===== config.mk =====
export PLATFORM = sky130hd
export DESIGN_NAME = sram_cycle_gen
export DESIGN_NICKNAME = d
export VERILOG_FILES = /design/src/rtl/sram_cyc_pkg.sv /design/src/rtl/sram_tick_timer.sv /design/src/rtl/sram_phase_fsm.sv /design/src/rtl/sram_strobe_map.sv /design/src/rtl/sram_cycle_gen.sv
export SDC_FILE = /design/constraint.sdc
export NUM_CORES = 1
export LEC_CHECK = 0
export ABC_CLOCK_PERIOD_IN_PS = 4140
export BUFFER_PORTS_ARGS = -buffer_cell sky130_fd_sc_hd__clkbuf_2
export CAP_MARGIN = 15
export CORE_AREA = 3 3 63 65
export DETAILED_ROUTE_END_ITERATION = 12
export DIE_AREA = 0 0 66 68
export PLACE_DENSITY = 0.83
export SYNTH_ARGS = -nofsm -noshare
export SYNTH_HDL_FRONTEND = slang
export SYNTH_SLANG_ARGS = --single-unit

===== constraint.sdc =====
create_clock -name clk -period 4.14 [get_ports clk]
set_input_delay 0.828 -clock clk [delete_from_list [all_inputs] [get_ports clk]]
set_output_delay 0.828 -clock clk [all_outputs]
set_load 0.005 [all_outputs]

===== src/rtl/sram_cyc_pkg.sv =====
package sram_cyc_pkg;

  typedef enum logic [2:0] {
    PH_IDLE  = 3'd0,
    PH_SETUP = 3'd1,
    PH_PULSE = 3'd2,
    PH_RECOV = 3'd3,
    PH_TAIL  = 3'd4,
    PH_READ  = 3'd5
  } phase_e;

  function automatic int unsigned max2(input int unsigned a, input int unsigned b);
    return (a > b) ? a : b;
  endfunction

  // padding needed to stretch a sequence of length 'used' up to 'total'
  function automatic int unsigned pad_to(input int unsigned total, input int unsigned used);
    return (total > used) ? (total - used) : 0;
  endfunction

endpackage


===== src/rtl/sram_tick_timer.sv =====
module sram_tick_timer #(
  parameter int unsigned CW = 4
) (
  input  logic          clk,
  input  logic          rst_n,
  input  logic          load,
  input  logic [CW-1:0] load_val,
  output logic          last
);

  logic [CW-1:0] cnt_q;

  always_ff @(posedge clk or negedge rst_n) begin
    if (!rst_n)              cnt_q <= '0;
    else if (load)           cnt_q <= load_val;
    else if (cnt_q != '0)    cnt_q <= cnt_q - 1'b1;
  end

  assign last = (cnt_q == '0);

  // a loaded interval counts down one per tick and never skips
  AST_TIMER_STEP: assert property (@(posedge clk) disable iff (!rst_n)
    (!load && cnt_q != '0) |=> (cnt_q == $past(cnt_q) - 1'b1));

endmodule


===== src/rtl/sram_phase_fsm.sv =====
module sram_phase_fsm
  import sram_cyc_pkg::*;
#(
  parameter int unsigned T_AS    = 1,
  parameter int unsigned T_WP    = 7,
  parameter int unsigned T_WR_WE = 1,
  parameter int unsigned T_WR_CE = 2,
  parameter int unsigned T_WC    = 9,
  parameter int unsigned T_RD    = 9,
  parameter int unsigned CW      = 4
) (
  input  logic          clk,
  input  logic          rst_n,
  input  logic          accept,
  input  logic          acc_write,
  input  logic          acc_ce_term,
  input  logic          last,
  output phase_e        phase_q,
  output phase_e        phase_d,
  output logic          style_q,
  output logic          style_d,
  output logic          load,
  output logic [CW-1:0] load_val,
  output logic          done
);

  localparam int unsigned L_AS   = max2(T_AS, 1);
  localparam int unsigned L_WP   = max2(T_WP, 1);
  localparam int unsigned L_RWE  = max2(T_WR_WE, 1);
  localparam int unsigned L_RCE  = max2(T_WR_CE, 1);
  localparam int unsigned L_RD   = max2(T_RD, 1);
  localparam int unsigned PAD_WE = pad_to(T_WC, L_AS + L_WP + L_RWE);
  localparam int unsigned PAD_CE = pad_to(T_WC, L_AS + L_WP + L_RCE);

  function automatic int unsigned len_of(input phase_e p, input logic ce_term);
    case (p)
      PH_SETUP: return L_AS;
      PH_PULSE: return L_WP;
      PH_RECOV: return ce_term ? L_RCE : L_RWE;
      PH_TAIL:  return ce_term ? max2(PAD_CE, 1) : max2(PAD_WE, 1);
      PH_READ:  return L_RD;
      default:  return 1;
    endcase
  endfunction

  logic pad_needed;
  assign pad_needed = style_q ? (PAD_CE != 0) : (PAD_WE != 0);

  always_comb begin
    phase_d = phase_q;
    style_d = style_q;
    case (phase_q)
      PH_IDLE: if (accept) begin
        phase_d = acc_write ? PH_SETUP : PH_READ;
        style_d = acc_ce_term;
      end
      PH_SETUP: if (last) phase_d = PH_PULSE;
      PH_PULSE: if (last) phase_d = PH_RECOV;
      PH_RECOV: if (last) phase_d = pad_needed ? PH_TAIL : PH_IDLE;
      PH_TAIL:  if (last) phase_d = PH_IDLE;
      PH_READ:  if (last) phase_d = PH_IDLE;
      default:  phase_d = PH_IDLE;
    endcase
  end

  assign load     = (phase_d != phase_q) && (phase_d != PH_IDLE);
  assign load_val = CW'(len_of(phase_d, style_d) - 1);
  assign done     = (phase_q != PH_IDLE) && (phase_d == PH_IDLE);

  always_ff @(posedge clk or negedge rst_n) begin
    if (!rst_n) begin
      phase_q <= PH_IDLE;
      style_q <= 1'b0;
    end else begin
      phase_q <= phase_d;
      style_q <= style_d;
    end
  end

  // the termination style chosen at acceptance holds for the whole write
  AST_STYLE_HELD: assert property (@(posedge clk) disable iff (!rst_n)
    (phase_q != PH_IDLE && phase_d != PH_IDLE) |=> $stable(style_q));

endmodule


===== src/rtl/sram_strobe_map.sv =====
module sram_strobe_map
  import sram_cyc_pkg::*;
(
  input  logic   clk,
  input  logic   rst_n,
  input  phase_e phase_d,
  input  logic   style_d,
  output logic   ce_n,
  output logic   we_n,
  output logic   oe_n,
  output logic   dq_oe
);

  logic ce_d, we_d, oe_d, drv_d;

  always_comb begin
    ce_d  = 1'b1;
    we_d  = 1'b1;
    oe_d  = 1'b1;
    drv_d = 1'b0;
    case (phase_d)
      PH_READ: begin
        ce_d = 1'b0;
        oe_d = 1'b0;
      end
      PH_SETUP, PH_RECOV: begin
        ce_d  = style_d;
        we_d  = !style_d;
        drv_d = 1'b1;
      end
      PH_PULSE: begin
        ce_d  = 1'b0;
        we_d  = 1'b0;
        drv_d = 1'b1;
      end
      default: ;
    endcase
  end

  always_ff @(posedge clk or negedge rst_n) begin
    if (!rst_n) begin
      ce_n  <= 1'b1;
      we_n  <= 1'b1;
      oe_n  <= 1'b1;
      dq_oe <= 1'b0;
    end else begin
      ce_n  <= ce_d;
      we_n  <= we_d;
      oe_n  <= oe_d;
      dq_oe <= drv_d;
    end
  end

  AST_OE_HIGH_WHILE_WE_LOW: assert property (@(posedge clk) disable iff (!rst_n)
    !we_n |-> oe_n);

  AST_NO_DRIVE_IN_READ: assert property (@(posedge clk) disable iff (!rst_n)
    !oe_n |-> !dq_oe);

  // data stays driven while the overlap closes
  AST_DRIVE_ACROSS_END: assert property (@(posedge clk) disable iff (!rst_n)
    (!ce_n && !we_n) |=> dq_oe);

endmodule


===== src/rtl/sram_cycle_gen.sv =====
module sram_cycle_gen
  import sram_cyc_pkg::*;
#(
  parameter int unsigned ADDR_W  = 13,
  parameter int unsigned DATA_W  = 8,
  parameter int unsigned T_AS    = 1,
  parameter int unsigned T_WP    = 7,
  parameter int unsigned T_WR_WE = 1,
  parameter int unsigned T_WR_CE = 2,
  parameter int unsigned T_WC    = 9,
  parameter int unsigned T_RD    = 9
) (
  input  logic              clk,
  input  logic              rst_n,
  input  logic              req_valid,
  output logic              req_ready,
  input  logic              req_write,
  input  logic              req_ce_term,
  input  logic [ADDR_W-1:0] req_addr,
  input  logic [DATA_W-1:0] req_wdata,
  output logic              rsp_valid,
  output logic [DATA_W-1:0] rsp_rdata,
  output logic              mem_ce_n,
  output logic              mem_we_n,
  output logic              mem_oe_n,
  output logic [ADDR_W-1:0] mem_addr,
  output logic [DATA_W-1:0] mem_dq_o,
  output logic              mem_dq_oe,
  input  logic [DATA_W-1:0] mem_dq_i
);

  localparam int unsigned LMAX = max2(max2(max2(T_AS, T_WP), max2(T_WR_WE, T_WR_CE)),
                                      max2(max2(T_WC, T_RD), 1));
  localparam int unsigned CW   = $clog2(LMAX + 1);

  phase_e          phase_q, phase_d;
  logic            style_q, style_d;
  logic            load, last, done, accept;
  logic [CW-1:0]   load_val;
  logic [ADDR_W-1:0] addr_q;
  logic [DATA_W-1:0] wdata_q, rdata_q;
  logic            rsp_q;

  assign req_ready = (phase_q == PH_IDLE);
  assign accept    = req_valid && req_ready;

  sram_phase_fsm #(
    .T_AS(T_AS), .T_WP(T_WP), .T_WR_WE(T_WR_WE), .T_WR_CE(T_WR_CE),
    .T_WC(T_WC), .T_RD(T_RD), .CW(CW)
  ) u_fsm (
    .clk(clk), .rst_n(rst_n), .accept(accept), .acc_write(req_write),
    .acc_ce_term(req_ce_term), .last(last), .phase_q(phase_q), .phase_d(phase_d),
    .style_q(style_q), .style_d(style_d), .load(load), .load_val(load_val), .done(done)
  );

  sram_tick_timer #(.CW(CW)) u_timer (
    .clk(clk), .rst_n(rst_n), .load(load), .load_val(load_val), .last(last)
  );

  sram_strobe_map u_map (
    .clk(clk), .rst_n(rst_n), .phase_d(phase_d), .style_d(style_d),
    .ce_n(mem_ce_n), .we_n(mem_we_n), .oe_n(mem_oe_n), .dq_oe(mem_dq_oe)
  );

  always_ff @(posedge clk or negedge rst_n) begin
    if (!rst_n) begin
      addr_q  <= '0;
      wdata_q <= '0;
      rdata_q <= '0;
      rsp_q   <= 1'b0;
    end else begin
      if (accept) begin
        addr_q  <= req_addr;
        wdata_q <= req_wdata;
      end
      rsp_q <= done;
      if (done && phase_q == PH_READ) rdata_q <= mem_dq_i;
    end
  end

  assign mem_addr  = addr_q;
  assign mem_dq_o  = wdata_q;
  assign rsp_valid = rsp_q;
  assign rsp_rdata = rdata_q;

  AST_ADDR_HELD: assert property (@(posedge clk) disable iff (!rst_n)
    !req_ready |=> $stable(mem_addr));

  AST_RSP_ONE_CYCLE: assert property (@(posedge clk) disable iff (!rst_n)
    rsp_valid |=> !rsp_valid);

  AST_READY_AT_DONE: assert property (@(posedge clk) disable iff (!rst_n)
    rsp_valid |-> req_ready);

  AST_BUSY_NO_STROBE_CHANGE_IDLE: assert property (@(posedge clk) disable iff (!rst_n)
    (req_ready && !req_valid) |=> (mem_ce_n && mem_we_n && mem_oe_n));

endmodule


Yosys cells after proc, flatten, opt, wreduce, memory -nomap -nowiden
Index checks and enable logic that the tools add are counted.
{"block": "totals", "reg_bits": 42, "output_inout_bits": 35, "elab_cells": 55, "ramBits": 0, "romBits": 0, "latchBits": 0, "memories": 0}
{"block": "classes", "reduce_logical": 16, "mul": 0, "eq_ne": 10, "order_cmp": 0, "addsub": 2, "n_div": 0, "n_shift": 0, "bitwise_logic": 0, "n_mux": 16}
{"op": "$mux W3", "n": 5}
{"op": "$eq A3 B2 Y1 const B", "n": 4}
{"op": "$pmux W3 S4", "n": 1}
{"op": "$pmux W4 S3", "n": 1}
{"op": "$eq A3 B3 Y1 const B", "n": 3}
{"op": "$mux W4", "n": 2}
{"op": "$sub A4 B1 Y4 const B", "n": 2}
{"op": "$eq A3 B1 Y1 const B", "n": 2}
{"op": "$logic_not A3 Y1", "n": 2}
{"op": "$reduce_bool A3 Y1", "n": 2}
{"op": "$reduce_or A3 Y1", "n": 2}
{"op": "$logic_and A1 B1 Y1", "n": 4}
{"op": "$logic_not A4 Y1", "n": 1}
{"op": "$mux W1", "n": 4}
{"op": "$pmux W1 S2", "n": 2}
{"op": "$reduce_bool A4 Y1", "n": 1}
{"op": "$reduce_or A2 Y1", "n": 2}
{"op": "$ne A3 B3 Y1", "n": 1}
{"op": "$mux W2", "n": 1}
{"op": "$reduce_bool A2 Y1", "n": 1}
{"op": "$logic_not A1 Y1", "n": 1}

Logic depth before layout (Yosys ltp)
Gate-level depths: netlist of the first run.
{"block": "depth", "word_depth": 8, "ltp_mapped": 9, "mapped_depth_nobuf": 7}

Cells and area by module
Synthesis of the first run repeated with hierarchy kept, for this count alone.
{"block": "hier_totals", "cells_unflattened": 133, "area_unflattened_um2": 1914.3}
{"module": "sram_cycle_gen", "area_per_inst_um2": 1143.6, "cells_each": 64, "instances": 1, "seq_area_each_um2": 750.7}
{"module": "sram_phase_fsm", "area_per_inst_um2": 372.9, "cells_each": 34, "instances": 1, "seq_area_each_um2": 100.1}
{"module": "sram_tick_timer", "area_per_inst_um2": 234.0, "cells_each": 22, "instances": 1, "seq_area_each_um2": 100.1}
{"module": "sram_strobe_map", "area_per_inst_um2": 163.9, "cells_each": 13, "instances": 1, "seq_area_each_um2": 103.8}

Worst setup path after synthesis of the first run
No wires, ideal clock.
{"block": "synth_path", "kind": "input port to flip-flop", "startpoint": "input req_valid", "endpoint": "register u_timer.cnt_q[2]", "cell_stages": 6, "n_path_buf": 0, "t_arrival_ns": 2.134, "setup_slack_ns": 1.933, "path_cell_list": "or3b_2 -> a31oi_1 -> o21ai_0 -> ha_1 -> a21o_1 -> a21oi_2"}
{"block": "synth_via", "elab_chain_cells": 7, "elab_cells_between_ends": 16, "classes_between": "add/sub: 1; eq/ne: 4; mux: 7; reduce/logical: 4"}
{"item": "start, declared", "line": "sram_cycle_gen.sv:15", "rtl": "input logic req_valid,"}
{"item": "$logic_and A1 B1 Y1 (*)", "line": "sram_cycle_gen.sv:45", "rtl": "assign accept = req_valid && req_ready;"}
{"item": "$mux W3 / $mux W1 (equally long branches)", "line": "sram_phase_fsm.sv:53", "rtl": "PH_IDLE: if (accept) begin"}
{"item": "$pmux W3 S4 / $mux W1 (equally long branches)", "line": "sram_phase_fsm.sv:52", "rtl": "case (phase_q)"}
{"item": "$eq A3 B3 Y1, or another cell as far along", "line": "sram_phase_fsm.sv:36", "rtl": "case (p)"}
{"item": "$pmux W4 S3", "line": "sram_phase_fsm.sv:36"}
{"item": "$sub A4 B1 Y4", "line": "sram_phase_fsm.sv:67", "rtl": "assign load_val = CW'(len_of(phase_d, style_d) - 1);"}
{"item": "$mux W4", "line": "sram_tick_timer.sv:15", "rtl": "else if (load) cnt_q <= load_val;"}
{"item": "end signal, assigned", "line": "sram_tick_timer.sv:15"}
{"item": "end signal, assigned", "line": "sram_tick_timer.sv:16", "rtl": "else if (cnt_q != '0) cnt_q <= cnt_q - 1'b1;"}
{"item": "end, declared", "line": "sram_tick_timer.sv:11", "rtl": "logic [CW-1:0] cnt_q;"}
Every way passes the cells marked *; elsewhere a longest branch is shown, timed or not.
A chain may end at the register's enable or synchronous reset.

Worst setup path in the final report of the first run
{"block": "layout_path", "startpoint": "register u_timer.cnt_q[3]", "endpoint": "register u_timer.cnt_q[2]"}
{"block": "layout_via", "elab_chain_cells": 7, "elab_cells_between_ends": 16, "classes_between": "add/sub: 1; eq/ne: 4; mux: 6; reduce/logical: 5"}
{"item": "$logic_not A4 Y1", "line": "sram_tick_timer.sv:19", "rtl": "assign last = (cnt_q == '0);"}
{"item": "$mux W3, on equally long branches"}
{"item": "$pmux W3 S4", "line": "sram_phase_fsm.sv:52"}
{"item": "$eq A3 B3 Y1 / $eq A3 B2 Y1 (equally long branches)", "line": "sram_phase_fsm.sv:36"}
{"item": "$pmux W4 S3", "line": "sram_phase_fsm.sv:36"}
{"item": "$sub A4 B1 Y4", "line": "sram_phase_fsm.sv:67"}
{"item": "$mux W4", "line": "sram_tick_timer.sv:15"}
Parallel ways exist; a longest one is shown, timed or not.

==> metrics.cfg, run 1 <==
[status]
outcome=finished clean

[synthesis]
netlist_area_mm2=0.00180
synth_compound_area_share_pct=9.22
yosys.area_share.simple_pct=8.60
synth_top_family_by_area=multiplexers
synth_flop_cell=dfrtp_1
yosysWarnings=0
synthXorXnorAreaFrac_pct=0
synth_fa_ha_area_share_pct=0.693
synthCells=139
synth_seq_cells=42
ys_seq_area_share_pct=58.5
synth.mux.area_fraction_pct=19.9
async_flop_share_pct=100
synth-edff-count=0
avgSynthCellArea_um2=13.0
syn-num-nets=174
synthDistinctLibCells=34

[power]
cellLeakagePower_nw=1.09
power_density_mw_per_mm2=751
vdd_drop_max_uv=378

[timing]
tightest_slew_ns=1.08
post-route-period-util_pct=59.1
period_minus_slack_ns=2.45
fin_skew_ns=0.0112
rsz0062_at_grt=no
finalHoldViolations=0
setup_tns_ns=0
finalSetupViolCount=0
relSlewSlack_pct=27.5
clock.fmax_mhz=409
slew_viol_final=0

[grt]
grt_pass1_vias=1315
gr-total-overflow=0
grtUsageTotal_pct=17.5
grt_antenna_before_repair=0
grt_pass1_wl_mm=5.87
grt_max_degree=43

[layout]
register_area_mm2=0.00105
fin_nets=241
multi_input_area_um2=699
diodes=0
num-fill-cells=257
drive_gt1_share_pct=54.1
area_growth_pct=24.1
final_common_cell=clkbuf_2
final_util_pct=66.0
final_cell_mix=clkbuf_2 (68), dfrtp_1 (39), mux2_2 (27)

[clock_network]
clk_path_buf_depth=2
cts_root_buffer=clkbuf_4
cts_tree=done
cts_max_level=2
cts_resized=0
cts_sinks=42
clk_pin_slew_ns=0.12
cts_buffers=5
clkLatencyLatePin_ns=0.35
cts_setup_buffers=0
hold_buffers=0

[critical_path]
timing.reg2reg.setup_slack_ns=1.69
startpoint_type=flip-flop
reg2reg_to=u_timer.cnt_q[2]
r2r_start=u_timer.cnt_q[3]
worstPathRequired_ns=4.43
crit_path_end_kind=flip-flop
path_class=reg -> reg
r2r_cells=7
critPathArrivalTime_ns=2.73
cp_max_fo=9

[hold_path]
min_path_cells=1
hp-start=mem_dq_o[5]
hold_end=mem_dq_o[5]
holdCritPathClass=reg -> reg

[floorplanning]
initial_core_util_pct=53.2
die_height_um=68
io_pins=69
std_cell_rows=21
die_area_mm2=0.00449
die_x_um=66
core_mm2=0.00339

[route]
via_per_inst=5.32
wl_per_cell_um=14.8
first_pass_iters=4
drc=0
antenna_left=0
drtIter0Drc=66
vias=1346
routed_wl_mm=3.75

[placement]
place_congestion=0.828
io_buffer_count=68
dp_hpwl_mm=2.82

[run]
cap_violations=0

==> flip-flops by register name, indices dropped and copies added, names as in the netlist <==
signal,flops
rsp_rdata,8
u_map.oe_n,1
u_fsm.phase_q,3
mem_addr,13
rsp_valid,1
mem_dq_o,8
u_map.we_n,1
u_fsm.style_q,1
u_map.ce_n,1
u_timer.cnt_q,4
u_map.dq_oe,1
==> final cells by class <==
cell class	count	area share (%)
clock inverter	2	0.559
clock buffer	6	2.29
tap	46	2.57
sequential	42	47.1
multi-input combinational	83	31.2
inverter	6	1.01
timing repair buffer	68	15.2
==> worst max-delay path by stage <==
stage / start / endpoint / slack [ns] / cells after the start
4_1_cts: u_timer.cnt_q[3] / u_timer.cnt_q[2] / 1.69 / 7
3_5_place_dp: req_valid / u_timer.cnt_q[2] / 1.51 / 8
6_report: u_timer.cnt_q[3] / u_timer.cnt_q[2] / 1.69 / 7
2_1_floorplan: req_valid / u_timer.cnt_q[2] / 1.93 / 6
5_1_grt: u_timer.cnt_q[3] / u_timer.cnt_q[2] / 1.48 / 7
3_3_place_gp: req_valid / u_timer.cnt_q[2] / 1.62 / 8
==> report_power, final <==
part	switching, mW	internal, mW	total [mW]	leakage (nW)
sequential	0.162	0.624	0.786	0.504
combinational	0.312	0.372	0.684	0.555
clock	0.128	0.0817	0.210	0.0343
total	0.603	1.08	1.68	1.09
==> metal layers <==
| layer | track usage [%] | part of all wire [%] | vias up |
|---|---|---|---|
| li1 | - | - | 637 |
| met1 | 21.8 | 40 | 636 |
| met2 | 29.0 | 51 | 68 |
| met3 | 4.27 | 8.9 | 5 |
| met4 | 7.87 | 0.83 | 0 |
| met5 | 0 | 0 | - |
==> per-stage QoR <==
stage               hold slack (ns)  setup WS [ns]  cells  area [µm²]  power [mW]
detailed placement            0.476           1.51    245        2170        1.49
finish                        0.502           1.69    253        2240        1.68
global route                  0.525           1.48    253        2240        1.82
floorplan                     0.483           1.93    139        1800        1.20
CTS                           0.505           1.69    253        2240        1.70
global placement              0.470           1.62    245        2170        1.44
==> worst max-delay path: stages (launching register included) <==
cell and delay [ns]:
dfrtp_1 0.42, nor4_2 0.75, nand3_1 0.19, a31oi_1 0.36, o21ai_0 0.15, ha_1 0.21
a21o_1 0.17, a21oi_2 0.13
==> cells in the mapped netlist, types with 4 or more instances <==
library cell  number  area [µm²]
dfrtp_1           39         976
mux2_2            27         304
nand2_1           10        37.5
inv_1              6        22.5
clkbuf_1           5        18.8
a21oi_1            4        20.0
mux2_1             4        45.0
o21ai_0            4        20.0
==> cell families (layout without fill, tap and decap cells) <==
kind of cell | count (synthesis) | count (layout)
AOI/OAI and AO/OA | 24 | 24
adders and majority gates | 1 | 1
buffers and inverters | 14 | 82
DFF | 42 | 42
muxes | 32 | 32
and+or+nand+nor | 26 | 26
Note: power is estimated with default switching activity, not from simulation.
==> inputs of run 2 (changes only) <==
--- a/config.mk
+++ b/config.mk
@@ -5,13 +5,13 @@
 export SDC_FILE = /design/constraint.sdc
 export NUM_CORES = 1
 export LEC_CHECK = 0
-export ABC_CLOCK_PERIOD_IN_PS = 4140
+export ABC_CLOCK_PERIOD_IN_PS = 2200
 export BUFFER_PORTS_ARGS = -buffer_cell sky130_fd_sc_hd__clkbuf_2
 export CAP_MARGIN = 15
-export CORE_AREA = 3 3 63 65
+export CORE_AREA = 3 3 69 71
 export DETAILED_ROUTE_END_ITERATION = 12
-export DIE_AREA = 0 0 66 68
-export PLACE_DENSITY = 0.83
+export DIE_AREA = 0 0 72 74
+export PLACE_DENSITY = 0.73
 export SYNTH_ARGS = -nofsm -noshare
 export SYNTH_HDL_FRONTEND = slang
 export SYNTH_SLANG_ARGS = --single-unit
==> constraint.sdc (replaced) <==
create_clock -name clk -period 2.2 [get_ports clk]
set_input_delay 0.44 -clock clk [delete_from_list [all_inputs] [get_ports clk]]
set_output_delay 0.44 -clock clk [all_outputs]
set_load 0.005 [all_outputs]
==> run 2 against run 1 <==
Compared with the run above:
- utilization down 11 points
- clock skew down 0.0035 ns
- first-iteration DRC count unchanged
- total power up 100%
- design area up 5.6%
- critical path type unchanged
- non-clock buffer count up 9
- final cell count up 5.9%
- largest cell class unchanged
- sequential power up 77%
- hold slack worse by 0.39 ns
==> metrics.cfg, run 2 (synthesis gave the netlist of run 1 again) <==
[critical_path]
timing.reg2reg.setup_slack_ns=0.18  ; was 1.69 ns
startpoint=u_timer.cnt_q[3]  ; unchanged
crit_slowest_cell=dfrtp_1  ; was nor4_2
critPathArrivalTime_ns=2.23  ; was 2.73 ns
worstPathCellList=nor4_2 > buf_4 > nand3_1 > or3b_1 > o21ai_0 > ha_1 > nand3_1 > a21oi_2  ; was nor4_2 > nand3_1 > a31oi_1 > o21ai_0 > ha_1 > a21o_1 > a21oi_2
crit_family=simple AND/OR/NAND/NOR gates  ; unchanged
path_class=reg -> reg  ; unchanged
worst_path_most_repeated_cell=nand3_1
r2r_start=u_timer.cnt_q[3]  ; unchanged
startpoint_type=flip-flop  ; unchanged
worstPathRequired_ns=2.42  ; was 4.43 ns
crit_path_end_kind=flip-flop  ; unchanged
cp_max_fo=9  ; unchanged
critPathBufInv=1  ; was 0
max_stage_delay_ns=0.41  ; was 0.75 ns

[layout]
fin_nets=250  ; was 241
final_common_cell=clkbuf_2  ; unchanged
largest_reg_flops=13  ; unchanged
multi_input_area_um2=706  ; was 699 µm²
num-fill-cells=375  ; was 257
diodes=0  ; unchanged
drive_gt1_share_pct=56.5  ; was 54.1%
register_area_mm2=0.00105  ; unchanged
area_growth_pct=31.0  ; was 24.1%
final_cell_mix=clkbuf_2 (68), dfrtp_1 (39), mux2_2 (27)  ; unchanged

[timing]
setup_tns_ns=0  ; unchanged
fin_skew_ns=0.00774  ; was 0.0112 ns
post-route-period-util_pct=91.6  ; was 59.1%
finalSetupViolCount=0  ; unchanged
tightest_slew_ns=0.620  ; was 1.08 ns
relSlewSlack_pct=58.1  ; was 27.5%
finalHoldViolations=0  ; unchanged
period_minus_slack_ns=2.02  ; was 2.45 ns
rsz0062_at_grt=no  ; unchanged
clock.fmax_mhz=496  ; was 409 MHz
slew_viol_final=0  ; unchanged
timing.final.ws_setup_ns=0.185  ; was 1.69 ns

[clock_network]
hold_buffers=0  ; unchanged
cts_setup_buffers=0  ; unchanged
clkLatencyLatePin_ns=0.29  ; was 0.35 ns
clk_path_buf_depth=2  ; unchanged
cts_resized=0  ; unchanged
clk_pin_slew_ns=0.08  ; was 0.12 ns
cts_sinks=42  ; unchanged
cts_buffers=5  ; unchanged
cts_root_buffer=clkbuf_8  ; was clkbuf_4
cts_max_level=2  ; unchanged
cts_tree=done  ; unchanged

[hold_path]
holdCritPathClass=in -> async  ; was reg -> reg

[floorplanning]
die_x_um=72  ; was 66 µm
std_cell_rows=24  ; was 21
initial_core_util_pct=42.0  ; was 53.2%
die_height_um=74  ; was 68 µm
io_pins=69  ; unchanged
core_mm2=0.00429  ; was 0.00339 mm²
die_area_mm2=0.00533  ; was 0.00449 mm²

[grt]
gr-total-overflow=0  ; unchanged
grt_pass1_vias=1291  ; was 1315
grt_max_degree=43  ; unchanged
grtUsageTotal_pct=13.8  ; was 17.5%
grt_antenna_before_repair=0  ; unchanged
grt_pass1_wl_mm=5.71  ; was 5.87 mm

[route]
drc=0  ; unchanged
first_pass_iters=4  ; unchanged
routed_wl_mm=3.59  ; was 3.75 mm
via_per_inst=5.14  ; was 5.32
vias=1378  ; was 1346
drtIter0Drc=66  ; unchanged
wl_per_cell_um=13.4  ; was 14.8 µm
antenna_left=0  ; unchanged

[placement]
dp_worst_setup_slack_ns=0.169  ; was 1.51 ns
dp_hpwl_mm=2.74  ; was 2.82 mm
place_congestion=0.846  ; was 0.828
io_buffer_count=68  ; unchanged

[power]
cellLeakagePower_nw=1.16  ; was 1.09 nW
vdd_drop_max_uv=778  ; was 378 µV
power_density_mw_per_mm2=1420  ; was 751 mW/mm²

[status]
outcome=finished clean  ; unchanged

[run]
cap_violations=0  ; unchanged

[run 2: final cells by class]
cell class / instances / area share, %
inverter: 6 / 0.953
multi-input combinational: 83 / 29.9
timing repair buffer: 77 / 17.8
sequential: 42 / 44.6
clock buffer: 6 / 3.49
tap: 52 / 2.75
clock inverter: 2 / 0.529
[run 2: metrics by stage]
stage / util, % / instances / hold WS [ns] / power, mW / cell area [µm²]
6_report: 55.0 / 268 / 0.108 / 3.36 / 2360
5_1_grt: 55.0 / 268 / 0.122 / 3.63 / 2360
4_1_cts: 54.9 / 268 / 0.118 / 3.40 / 2360
3_5_place_dp: 52.7 / 260 / 0.435 / 2.88 / 2260
3_3_place_gp: 52.7 / 260 / 0.437 / 2.83 / 2260
2_1_floorplan: - / 139 / 0.144 / 2.25 / 1800
[run 2: routing by layer]
metal	up-vias	GRT usage, %	wire, µm
met2	72	23.3	1620
li1	656	-	-
met1	645	16.9	1550
met4	0	5.01	36
met3	5	4.32	390
met5	-	0	0
[run 2: worst paths after layout]
path,endpoint,cells after the start
worst max register to register,u_timer.cnt_q[2],8
worst max-delay path,u_timer.cnt_q[2],8
max in group asynchronous,u_map.we_n,2
min in group clk,rsp_rdata[5],2
worst min register to register,rsp_rdata[5],1
worst min-delay path,mem_addr[3],2
[run 2: power by group]
part           total [mW]  switching (mW)  leakage (nW)  internal [mW]
registers            1.39           0.208         0.504           1.18
logic                1.47           0.686         0.606          0.785
clock network       0.504           0.252        0.0472          0.252
==> inputs of run 3 (changes only) <==
--- a/config.mk
+++ b/config.mk
@@ -12,6 +12,8 @@
 export DETAILED_ROUTE_END_ITERATION = 12
 export DIE_AREA = 0 0 72 74
 export PLACE_DENSITY = 0.73
+export REMOVE_ABC_BUFFERS = 1
+export SLEW_MARGIN = 10
 export SYNTH_ARGS = -nofsm -noshare
 export SYNTH_HDL_FRONTEND = slang
 export SYNTH_SLANG_ARGS = --single-unit
==> run 3 against run 2 <==
Compared with the run above:
- design area fell by 0.32%
- die area did not move
- highest routed layer unchanged
- critical endpoint unchanged
- flip-flop and latch count did not move
- global-route usage rose by 1.7 points
- wire length rose by 3.1%
==> metrics.cfg, run 3 (synthesis gave the netlist of run 1 again) <==
[hold_path]
holdCritPathClass=in -> async  ; unchanged

[grt]
grt_max_degree=26  ; was 43
grt_pass1_wl_mm=6.38  ; was 5.71 mm
grtUsageTotal_pct=15.6  ; was 13.8%
gr-total-overflow=0  ; unchanged
grt_pass1_vias=1407  ; was 1291
grt_antenna_before_repair=0  ; unchanged

[timing]
period_minus_slack_ns=2.05  ; was 2.02 ns
rsz0062_at_grt=no  ; unchanged
finalSetupViolCount=0  ; unchanged
slew_viol_final=0  ; unchanged
setup_tns_ns=0  ; unchanged
relSlewSlack_pct=59.0  ; was 58.1%
post-route-period-util_pct=93.0  ; was 91.6%
fin_skew_ns=0.00901  ; was 0.00774 ns
finalHoldViolations=0  ; unchanged
whs_ns=0.152  ; was 0.108 ns
clock.fmax_mhz=489  ; was 496 MHz
tightest_slew_ns=0.615  ; was 0.620 ns

[critical_path]
r2r_cells=7  ; was 8
critPathArrivalTime_ns=2.26  ; was 2.23 ns
startpoint=u_timer.cnt_q[3]  ; unchanged
path_class=reg -> reg  ; unchanged
crit_path_end_kind=flip-flop  ; unchanged
startpoint_type=flip-flop  ; unchanged
r2r_start=u_timer.cnt_q[3]  ; unchanged
worstPathRequired_ns=2.42  ; about the same
cp_max_fo=4  ; was 9

[layout]
num-fill-cells=373  ; was 375
drive_gt1_share_pct=55.1  ; was 56.5%
fin_nets=250  ; unchanged
final_cell_mix=clkbuf_2 (68), dfrtp_1 (39), mux2_2 (27)  ; unchanged
largest_reg_flops=13  ; unchanged
area_growth_pct=30.6  ; was 31.0%
final_common_cell=clkbuf_2  ; unchanged
diodes=0  ; unchanged
design_area_mm2=0.00236  ; about the same

[clock_network]
cts_buffers=5  ; unchanged
hold_buffers=0  ; unchanged
cts_resized=0  ; unchanged
clk_path_buf_depth=2  ; unchanged
cts_max_level=2  ; unchanged
cts_root_buffer=clkbuf_8  ; unchanged
clkLatencyLatePin_ns=0.29  ; about the same
cts_sinks=42  ; unchanged
clk_pin_slew_ns=0.08  ; about the same
cts_tree=done  ; unchanged
cts_setup_buffers=0  ; unchanged

[route]
vias=1400  ; was 1378
via_per_inst=5.22  ; was 5.14
wl_per_cell_um=13.8  ; was 13.4 µm
first_pass_iters=4  ; unchanged
antenna_left=0  ; unchanged
drc=0  ; unchanged
drtIter0Drc=95  ; was 66
routed_wl_mm=3.70  ; was 3.59 mm

[power]
total_power_mw=3.40  ; was 3.36 mW
cellLeakagePower_nw=1.16  ; about the same
vdd_drop_max_uv=655  ; was 778 µV
power_density_mw_per_mm2=1440  ; was 1420 mW/mm²

[floorplanning]
die_height_um=74  ; unchanged
io_pins=69  ; unchanged
die_area_mm2=0.00533  ; unchanged
core_mm2=0.00429  ; unchanged
die_x_um=72  ; unchanged
std_cell_rows=24  ; unchanged
initial_core_util_pct=42.0  ; unchanged

[status]
outcome=finished clean  ; unchanged

[placement]
place_congestion=0.858  ; was 0.846
dp_hpwl_mm=2.84  ; was 2.74 mm
place_area_mm2=0.00225  ; was 0.00226 mm²
io_buffer_count=68  ; unchanged

[run]
cap_violations=0  ; unchanged

-- run 3: routing by layer --
| metal | GRT usage (%) | vias to the layer above | part of all wire, % |
|---|---|---|---|
| met5 | 0 | - | 0 |
| met1 | 19.4 | 674 | 43 |
| met3 | 6.62 | 7 | 10 |
| met2 | 24.5 | 69 | 45 |
| li1 | - | 650 | - |
| met4 | 5.64 | 0 | 1.6 |
-- run 3: layout make-up --
cell class | instances | area (µm²) | share of cell area (%)
repair buffers | 77 | 408 | 17.3
clock inverters | 1 | 30.0 | 1.27
clock buffers | 7 | 76.3 | 3.24
flip-flops and latches | 42 | 1050 | 44.8
multi-input cells | 83 | 699 | 29.7
inverters | 6 | 22.5 | 0.956
well taps | 52 | 65.1 | 2.76
-- run 3: final timing paths --
check / slack (ns) / to
max in group asynchronous: 1.39 / u_map.we_n
min: 0.15 / rsp_rdata[3]
max: 0.15 / u_timer.cnt_q[2]
min in group clk: 0.36 / mem_dq_o[5]
min reg2reg: 0.49 / rsp_rdata[4]
max reg2reg: 0.15 / u_timer.cnt_q[2]
-- run 3: critical path: stages (launching register included) --
cell	delay (ns)
dfrtp_1	0.40
nor4_2	0.42
nand3_1	0.15
a31oi_1	0.34
o21ai_0	0.15
ha_1	0.23
a21o_1	0.16
a21oi_2	0.12
-- run 3: stage by stage --
stage,std cells,util [%],setup WS [ns]
2_1_floorplan,131,-,-0.135
3_3_place_gp,260,52.4,0.199
3_5_place_dp,260,52.4,0.127
4_1_cts,268,54.9,0.142
5_1_grt,268,54.9,0.00203
6_report,268,54.9,0.155
-- run 3: power breakdown --
| group | leakage (nW) | switching, mW | internal [mW] |
|---|---|---|---|
| combinational | 0.600 | 0.678 | 0.759 |
| clock | 0.0524 | 0.243 | 0.339 |
| sequential | 0.504 | 0.201 | 1.18 |
